`src/rtl/hostRegPkg.sv`:
```
package hostRegPkg;
  localparam int DW = 8;
  localparam int NUM_MODE = 6;
  typedef logic [DW-1:0] regByte_t;

  localparam regByte_t ADDR_ID2   = 8'h00;
  localparam regByte_t ADDR_ID1   = 8'h01;
  localparam regByte_t ADDR_ID0   = 8'h02;
  localparam regByte_t ADDR_REV   = 8'h03;
  localparam regByte_t ADDR_FIELD = 8'h06;
  localparam regByte_t ADDR_GP    = 8'h0E;

  // Writable mode registers and the bits each one keeps
  localparam regByte_t MODE_ADDR [NUM_MODE] = '{8'h04, 8'h05, 8'h0F, 8'h20, 8'h21, 8'h22};
  localparam regByte_t MODE_MASK [NUM_MODE] = '{8'hFF, 8'hFF, 8'hBB, 8'hFF, 8'hFF, 8'hFF};

  // Strobes from control to datapath
  typedef struct packed {
    logic     wrEn;
    regByte_t wrAddr;
    regByte_t wrData;
    logic     rdEn;
    regByte_t rdAddr;
    logic     rdPar;
  } hostStb_t;
endpackage

```
`src/rtl/hostRegCtrl.sv`:
```
module hostRegCtrl
  import hostRegPkg::*;
(
  input  logic     clk,
  input  logic     rstN,
  input  logic     serialMode,
  input  logic     hostCs,
  input  logic     hostRead,
  input  logic     hostAddrSel,
  input  regByte_t padIn,
  input  logic     serWrStb,
  input  logic     serRdStb,
  input  regByte_t serAddr,
  input  regByte_t serWrData,
  output hostStb_t stb
);
  regByte_t addrPtr;
  logic parPtrWr, parDataWr, parRd, serWr, serRd;

  assign parPtrWr  = !serialMode && hostCs && !hostRead && hostAddrSel;
  assign parDataWr = !serialMode && hostCs && !hostRead && !hostAddrSel;
  assign parRd     = !serialMode && hostCs && hostRead;
  assign serWr     = serialMode && serWrStb;
  assign serRd     = serialMode && serRdStb;

  always_ff @(posedge clk or negedge rstN) begin
    if (!rstN) addrPtr <= '0;
    else if (parPtrWr) addrPtr <= padIn;
  end

  always_comb begin
    stb.wrEn   = parDataWr || serWr;
    stb.wrAddr = serialMode ? serAddr : addrPtr;
    stb.wrData = serialMode ? serWrData : padIn;
    stb.rdEn   = parRd || serRd;
    stb.rdAddr = serialMode ? serAddr : addrPtr;
    stb.rdPar  = parRd;
  end

  // in serial mode only the serial write strobe can write
  a_r10_par_blocked: assert property (@(posedge clk) disable iff (!rstN)
    (serialMode && !serWrStb) |-> !stb.wrEn);

  // in parallel mode the serial read strobe alone starts no read
  a_r10_ser_blocked: assert property (@(posedge clk) disable iff (!rstN)
    (!serialMode && !hostCs) |-> !stb.rdEn);

  // pointer cycle loads the pin byte
  a_r9_ptr_load: assert property (@(posedge clk) disable iff (!rstN)
    parPtrWr |=> (addrPtr == $past(padIn)));
endmodule

```
`src/rtl/hostRegData.sv`:
```
module hostRegData
  import hostRegPkg::*;
#(
  parameter regByte_t ID_HIGH = 8'h97,
  parameter regByte_t ID_MID  = 8'h24,
  parameter bit       COPY_PROTECT = 1'b0,
  parameter regByte_t REV_ID  = 8'h01
) (
  input  logic       clk,
  input  logic       rstN,
  input  logic       serialMode,
  input  hostStb_t   stb,
  input  logic [1:0] pinsHi,
  input  logic       burstFlag,
  input  logic       compSync,
  input  logic [2:0] fieldId,
  output regByte_t   padOut,
  output regByte_t   padOe,
  output regByte_t   serRdData,
  output logic [NUM_MODE-1:0][DW-1:0] modeRegs
);
  localparam regByte_t ID_LOW = COPY_PROTECT ? 8'h91 : 8'h90;

  logic [3:0] gpQ;
  regByte_t   rdNext, rdDataQ, liveData;
  logic       rdValidQ, rdParQ, rdIsGpQ;

  // Mode registers, one per table entry
  for (genvar g = 0; g < NUM_MODE; g++) begin : gMode
    always_ff @(posedge clk or negedge rstN) begin
      if (!rstN) modeRegs[g] <= '0;
      else if (stb.wrEn && stb.wrAddr == MODE_ADDR[g])
        modeRegs[g] <= stb.wrData & MODE_MASK[g];
    end
  end

  // Latched port bits
  always_ff @(posedge clk or negedge rstN) begin
    if (!rstN) gpQ <= '0;
    else if (stb.wrEn && stb.wrAddr == ADDR_GP) gpQ <= stb.wrData[5:2];
  end

  // Read selection
  always_comb begin
    rdNext = '0;
    case (stb.rdAddr)
      ADDR_ID2:   rdNext = ID_HIGH;
      ADDR_ID1:   rdNext = ID_MID;
      ADDR_ID0:   rdNext = ID_LOW;
      ADDR_REV:   rdNext = REV_ID;
      ADDR_FIELD: rdNext = {2'b00, fieldId, 3'b000};
      ADDR_GP:    rdNext = {(stb.rdPar ? 2'b00 : pinsHi), gpQ, 2'b00};
      default: begin
        for (int i = 0; i < NUM_MODE; i++)
          if (stb.rdAddr == MODE_ADDR[i]) rdNext = modeRegs[i];
      end
    endcase
  end

  always_ff @(posedge clk or negedge rstN) begin
    if (!rstN) begin
      rdDataQ  <= '0;
      rdValidQ <= 1'b0;
      rdParQ   <= 1'b0;
      rdIsGpQ  <= 1'b0;
    end else begin
      rdValidQ <= stb.rdEn;
      rdParQ   <= stb.rdPar;
      if (stb.rdEn) begin
        rdDataQ <= rdNext;
        rdIsGpQ <= (stb.rdAddr == ADDR_GP);
      end
    end
  end

  // Live flags replace the low bits of a port-register read
  assign liveData  = rdIsGpQ ? {rdDataQ[7:2], burstFlag, compSync} : rdDataQ;
  assign serRdData = liveData;

  // Pin ownership
  always_comb begin
    if (serialMode) begin
      padOe  = 8'h3F;
      padOut = {2'b00, gpQ, burstFlag, compSync};
    end else if (rdValidQ && rdParQ) begin
      padOe  = 8'hFF;
      padOut = liveData;
    end else begin
      padOe  = 8'h00;
      padOut = 8'h00;
    end
  end

  // first identification byte returns its fixed value
  a_r1_id_high: assert property (@(posedge clk) disable iff (!rstN)
    (stb.rdEn && stb.rdAddr == ADDR_ID2) |=> (serRdData == ID_HIGH));

  // field register has zero reserved bits
  a_r3_field_zero: assert property (@(posedge clk) disable iff (!rstN)
    (stb.rdEn && stb.rdAddr == ADDR_FIELD) |=>
      (serRdData[7:6] == 2'b00 && serRdData[2:0] == 3'b000));

  // port write keeps only bits 5:2
  a_r4_gp_write: assert property (@(posedge clk) disable iff (!rstN)
    (stb.wrEn && stb.wrAddr == ADDR_GP) |=> (gpQ == $past(stb.wrData[5:2])));

  // serial mode pin drive
  a_r7_serial_pins: assert property (@(posedge clk) disable iff (!rstN)
    serialMode |-> (padOe == 8'h3F && padOut[1:0] == {burstFlag, compSync}));

  // parallel pins released when no read was taken
  a_r8_par_hiz: assert property (@(posedge clk) disable iff (!rstN)
    (!serialMode && !$past(stb.rdPar)) |-> (padOe == 8'h00));

  // reserved bits of the general register never set
  a_r2_reserved: assert property (@(posedge clk) disable iff (!rstN)
    (modeRegs[2][6] == 1'b0 && modeRegs[2][2] == 1'b0));
endmodule

```
`src/rtl/hostRegFile.sv`:
```
module hostRegFile
  import hostRegPkg::*;
#(
  parameter logic [7:0] ID_HIGH = 8'h97,
  parameter logic [7:0] ID_MID  = 8'h24,
  parameter bit         COPY_PROTECT = 1'b0,
  parameter logic [7:0] REV_ID  = 8'h01
) (
  input  logic       clk,
  input  logic       rstN,
  input  logic       serialMode,
  input  logic       hostCs,
  input  logic       hostRead,
  input  logic       hostAddrSel,
  input  logic [7:0] padIn,
  output logic [7:0] padOut,
  output logic [7:0] padOe,
  input  logic       serWrStb,
  input  logic       serRdStb,
  input  logic [7:0] serAddr,
  input  logic [7:0] serWrData,
  output logic [7:0] serRdData,
  input  logic       burstFlag,
  input  logic       compSync,
  input  logic [2:0] fieldId,
  output logic [7:0] modeGlobal,
  output logic [7:0] modeVideo,
  output logic [7:0] modeGeneral,
  output logic [7:0] ccByte1,
  output logic [7:0] ccByte2,
  output logic [7:0] ccCtrl
);
  hostStb_t stb;
  logic [NUM_MODE-1:0][DW-1:0] modeRegs;

  hostRegCtrl uCtrl (
    .clk(clk), .rstN(rstN), .serialMode(serialMode),
    .hostCs(hostCs), .hostRead(hostRead), .hostAddrSel(hostAddrSel),
    .padIn(padIn), .serWrStb(serWrStb), .serRdStb(serRdStb),
    .serAddr(serAddr), .serWrData(serWrData), .stb(stb)
  );

  hostRegData #(
    .ID_HIGH(ID_HIGH), .ID_MID(ID_MID),
    .COPY_PROTECT(COPY_PROTECT), .REV_ID(REV_ID)
  ) uData (
    .clk(clk), .rstN(rstN), .serialMode(serialMode), .stb(stb),
    .pinsHi(padIn[7:6]), .burstFlag(burstFlag), .compSync(compSync),
    .fieldId(fieldId), .padOut(padOut), .padOe(padOe),
    .serRdData(serRdData), .modeRegs(modeRegs)
  );

  assign modeGlobal  = modeRegs[0];
  assign modeVideo   = modeRegs[1];
  assign modeGeneral = modeRegs[2];
  assign ccByte1     = modeRegs[3];
  assign ccByte2     = modeRegs[4];
  assign ccCtrl      = modeRegs[5];
endmodule

```
`config.mk`:
```
export PLATFORM = sky130hd
export DESIGN_NAME = hostRegFile
export DESIGN_NICKNAME = d
export VERILOG_FILES = /design/src/rtl/hostRegPkg.sv /design/src/rtl/hostRegCtrl.sv /design/src/rtl/hostRegData.sv /design/src/rtl/hostRegFile.sv
export SDC_FILE = /design/constraint.sdc
export NUM_CORES = 1
export LEC_CHECK = 0
export ABC_AREA = 1
export BUFFER_PORTS_ARGS = -buffer_cell sky130_fd_sc_hd__clkbuf_2
export CAP_MARGIN = 5
export CORE_MARGIN = 3
export CORE_UTILIZATION = 56
export DETAILED_ROUTE_END_ITERATION = 10
export PLACE_DENSITY = 0.86
export SKIP_CTS_REPAIR_TIMING = 1
export SLEW_MARGIN = 10
export SYNTH_ARGS = -nofsm -noshare
export SYNTH_HDL_FRONTEND = slang
export SYNTH_SLANG_ARGS = --single-unit
```
`constraint.sdc`:
```
create_clock -name clk -period 4.2 [get_ports clk]
set_input_delay 0.63 -clock clk [delete_from_list [all_inputs] [get_ports clk]]
set_output_delay 0.63 -clock clk [all_outputs]
set_load 0.02 [all_outputs]
```
==> results.tsv <==
metric	value	unit
status	finished, final reports clean	
postRouteAntennaNets	0	
cts_sinks	69	
cp.required	4500	ps
final_cell_area	4460	um^2
synth.yosys.seq_area_share	45.9	%
clockBufferDepth	2	
wl_per_cell	15.3	um
grt_pass1_wl	16600	um
vias	3764	
cpPeakStageDelay	470	ps
drv_slew	0	
yosysTopAreaCellShare	45.9	%
vias_per_cell	5.49	
critPathLaunchType	input port	
finalSetupViolations	0	
layout-drive-gt1-share	24.0	%
hold_viol	0	
synth_area_leaders	dfrtp_1 46%, nand2_1 16%, nand3_1 6.1%, inv_1 6.0%, o21ai_1 5.1%	
ys.flop_type	dfrtp_1	
cts_buffers	9	
slew_headroom	20.2	%
fillers	540	
insertion_delay	350	ps
syn_to_final_growth	18.5	%
dr.pass1.iters	5	
h-tree-depth	3	
synth-warning-count	0	
place_congestion	0.966	
hold_ws	274	ps
cts.clk_slew.worst_paths	80	ps
core.rowCount	29	
finalCriticalPeriod	2700	ps
place_area	4210	um^2
synth_common_cells	162 x nand2_1, 69 x dfrtp_1, 60 x inv_1	
die-area	7740	um^2
critPathKind	input port to flop	
worstPathMaxFanout	32	
io_pins	109	
max_freq	370	MHz
slowest_stage	nor2_2	
fp.dieH	88.0	um
synth_most_common_cell	nand2_1	
powerDensity	412	nW/um^2
synth-seq-cells	69	
critPathTopFamily	simple AND/OR/NAND/NOR gates	
path_common_cell	nand2_1	
antenna_cells	0	
core	6420	um^2
ir_drop	0.319	mV
grt_pass1_vias	3384	
drtIter0Drc	438	
synth_area	3760	um^2
yosys.area.top_type	dfrtp_1	
start_util	58.6	%
grt_max_degree	47	
grt.overflow.total	0	
maxCapViolCount	0	
multi_input_area	1590	um^2
synthDistinctLibCells	26	
tightestPinTransition	1180	ps
cts_root_buffer	clkbuf_8	
final-seq-area	1730	um^2
die_w	88.0	um
dp_hpwl	7850	um
antenna_found_initial	0	
finalClockSkew	7.15	ps
final_nets	640	
min_path_type	input port to async pin	
end_kind	flop	
tns	0	ps
leakagePower	2.43	nW
drt-total-wl	10500	um
cts_tree	built	
drc	0	
track_usage	28.5	%
cp.arrival	3000	ps
period_share	64.3	%
synthArstFlopShare	100	%
syn_avg_cell_area	7.35	um^2
rsz0062_at_grt	no	
critPathBufInv	4	
portBuffers	106	
syn_inst	512	
synth_edf_count	0	
path_cells	clkbuf_2 > inv_2 > nand2_1 > nand2_1 > nand2_1 > nor2_2 > buf_4 > nand3_1 > nand3_1 > nor2_1 > nand4_1 > nand2_1 > inv_1	
## where the power goes
group	leakage (nW)	switching, mW	internal, mW
registers	0.901	0.0582	0.734
clock network	0.124	0.269	0.397
logic	1.41	0.264	0.115
## area by class of cell
type / count / area share [%]
Clock buffer: 9 / 2.78
Clock inverter: 7 / 2.72
Inverter: 65 / 5.47
Multi-Input combinational cell: 349 / 35.7
Sequential cell: 69 / 38.7
Tap cell: 77 / 2.16
Timing Repair Buffer: 109 / 12.4
## per-layer routing
layer | part of all wire, % | GRT usage [%]
met2 | 46 | 44.8
met5 | 0 | 0
met3 | 8.5 | 4.42
met1 | 43 | 39.0
met4 | 2.8 | 13.4
## worst paths after layout
kind / startpoint / end / slack [ps] / cells after the start
setup reg to reg: uCtrl.addrPtr[7] / uData.rdDataQ[3] / 2130 / 12
hold reg to reg: uCtrl.addrPtr[6] / uCtrl.addrPtr[6] / 500 / 2
hold / removal: rstN / uData.rdDataQ[6] / 270 / 1
setup / recovery: serialMode / uData.rdDataQ[3] / 1500 / 13
max in group asynchronous: rstN / uData.modeRegs[7] / 2920 / 2
min in group clk: uCtrl.addrPtr[6] / uCtrl.addrPtr[6] / 500 / 2
## metrics by stage
step / util (%) / setup WS [ps] / instances / power, mW
2_1_floorplan: - / 1510 / 513 / 1.05
3_3_place_gp: 65.6 / 1310 / 669 / 1.17
3_5_place_dp: 65.6 / 1220 / 669 / 1.18
4_1_cts: 69.4 / 1560 / 685 / 1.84
5_1_grt: 69.4 / 1220 / 685 / 1.92
6_report: 69.4 / 1500 / 685 / 1.84
## cell families (layout without fill, tap and decap cells)
group | Yosys count | after routing | synth area share [%]
multiplexers | 1 | 1 | 0.299
AO/OA/AOI/OAI | 72 | 72 | 10.4
buffers and inverters | 95 | 190 | 11.9
other | 1 | 2 | 0.0996
AND/OR/NAND/NOR | 274 | 274 | 31.4
flip-flops | 69 | 69 | 45.9
## worst register-to-register path, stage by stage (launching register included)
cell     delay (ps)
dfrtp_1         390
nor2_1          140
nand2_1          70
nand2_1         100
inv_2            60
nor2_2          440
buf_4           330
nand3_1         110
nand3_1         110
nor2_1           60
nand4_1         100
nand2_1          60
inv_1            50
## cell usage in the layout (no fill, tap or decap)
cell type  synthesis  final
nand2_1          162    162
clkbuf_2           0    106
dfrtp_1           69     69
inv_1             60     60
nand3_1           46     46
nor2_1            41     41
o21ai_1           38     39
o21ai_0           28     27
clkbuf_8           0      9
nand4_1            8      8
nor2_2             5      5
inv_2              5      5
nand2_2            4      4
nor2_4             4      4
bufinv_16          0      3
buf_4             18      3
o22ai_1            2      2
a22o_1             2      2
conb_1             1      2
clkinv_4           0      2
a32oi_4            1      1
nor3_4             1      1
and2_1             1      1
nand3_2            1      1
nor3_1             1      1
a21oi_1            1      1
mux2_1             1      1
clkinv_2           0      1
inv_6              0      1
## sequential cells by signal, indices dropped and copies added, names as in the netlist
| name | flops |
|---|---|
| uData.modeRegs | 46 |
| uData.gpQ | 4 |
| uData.rdParQ | 1 |
| uData.rdDataQ | 8 |
| uCtrl.addrPtr | 8 |
| uData.rdIsGpQ | 1 |
| uData.rdValidQ | 1 |
Power figures use the tool's default switching activity.
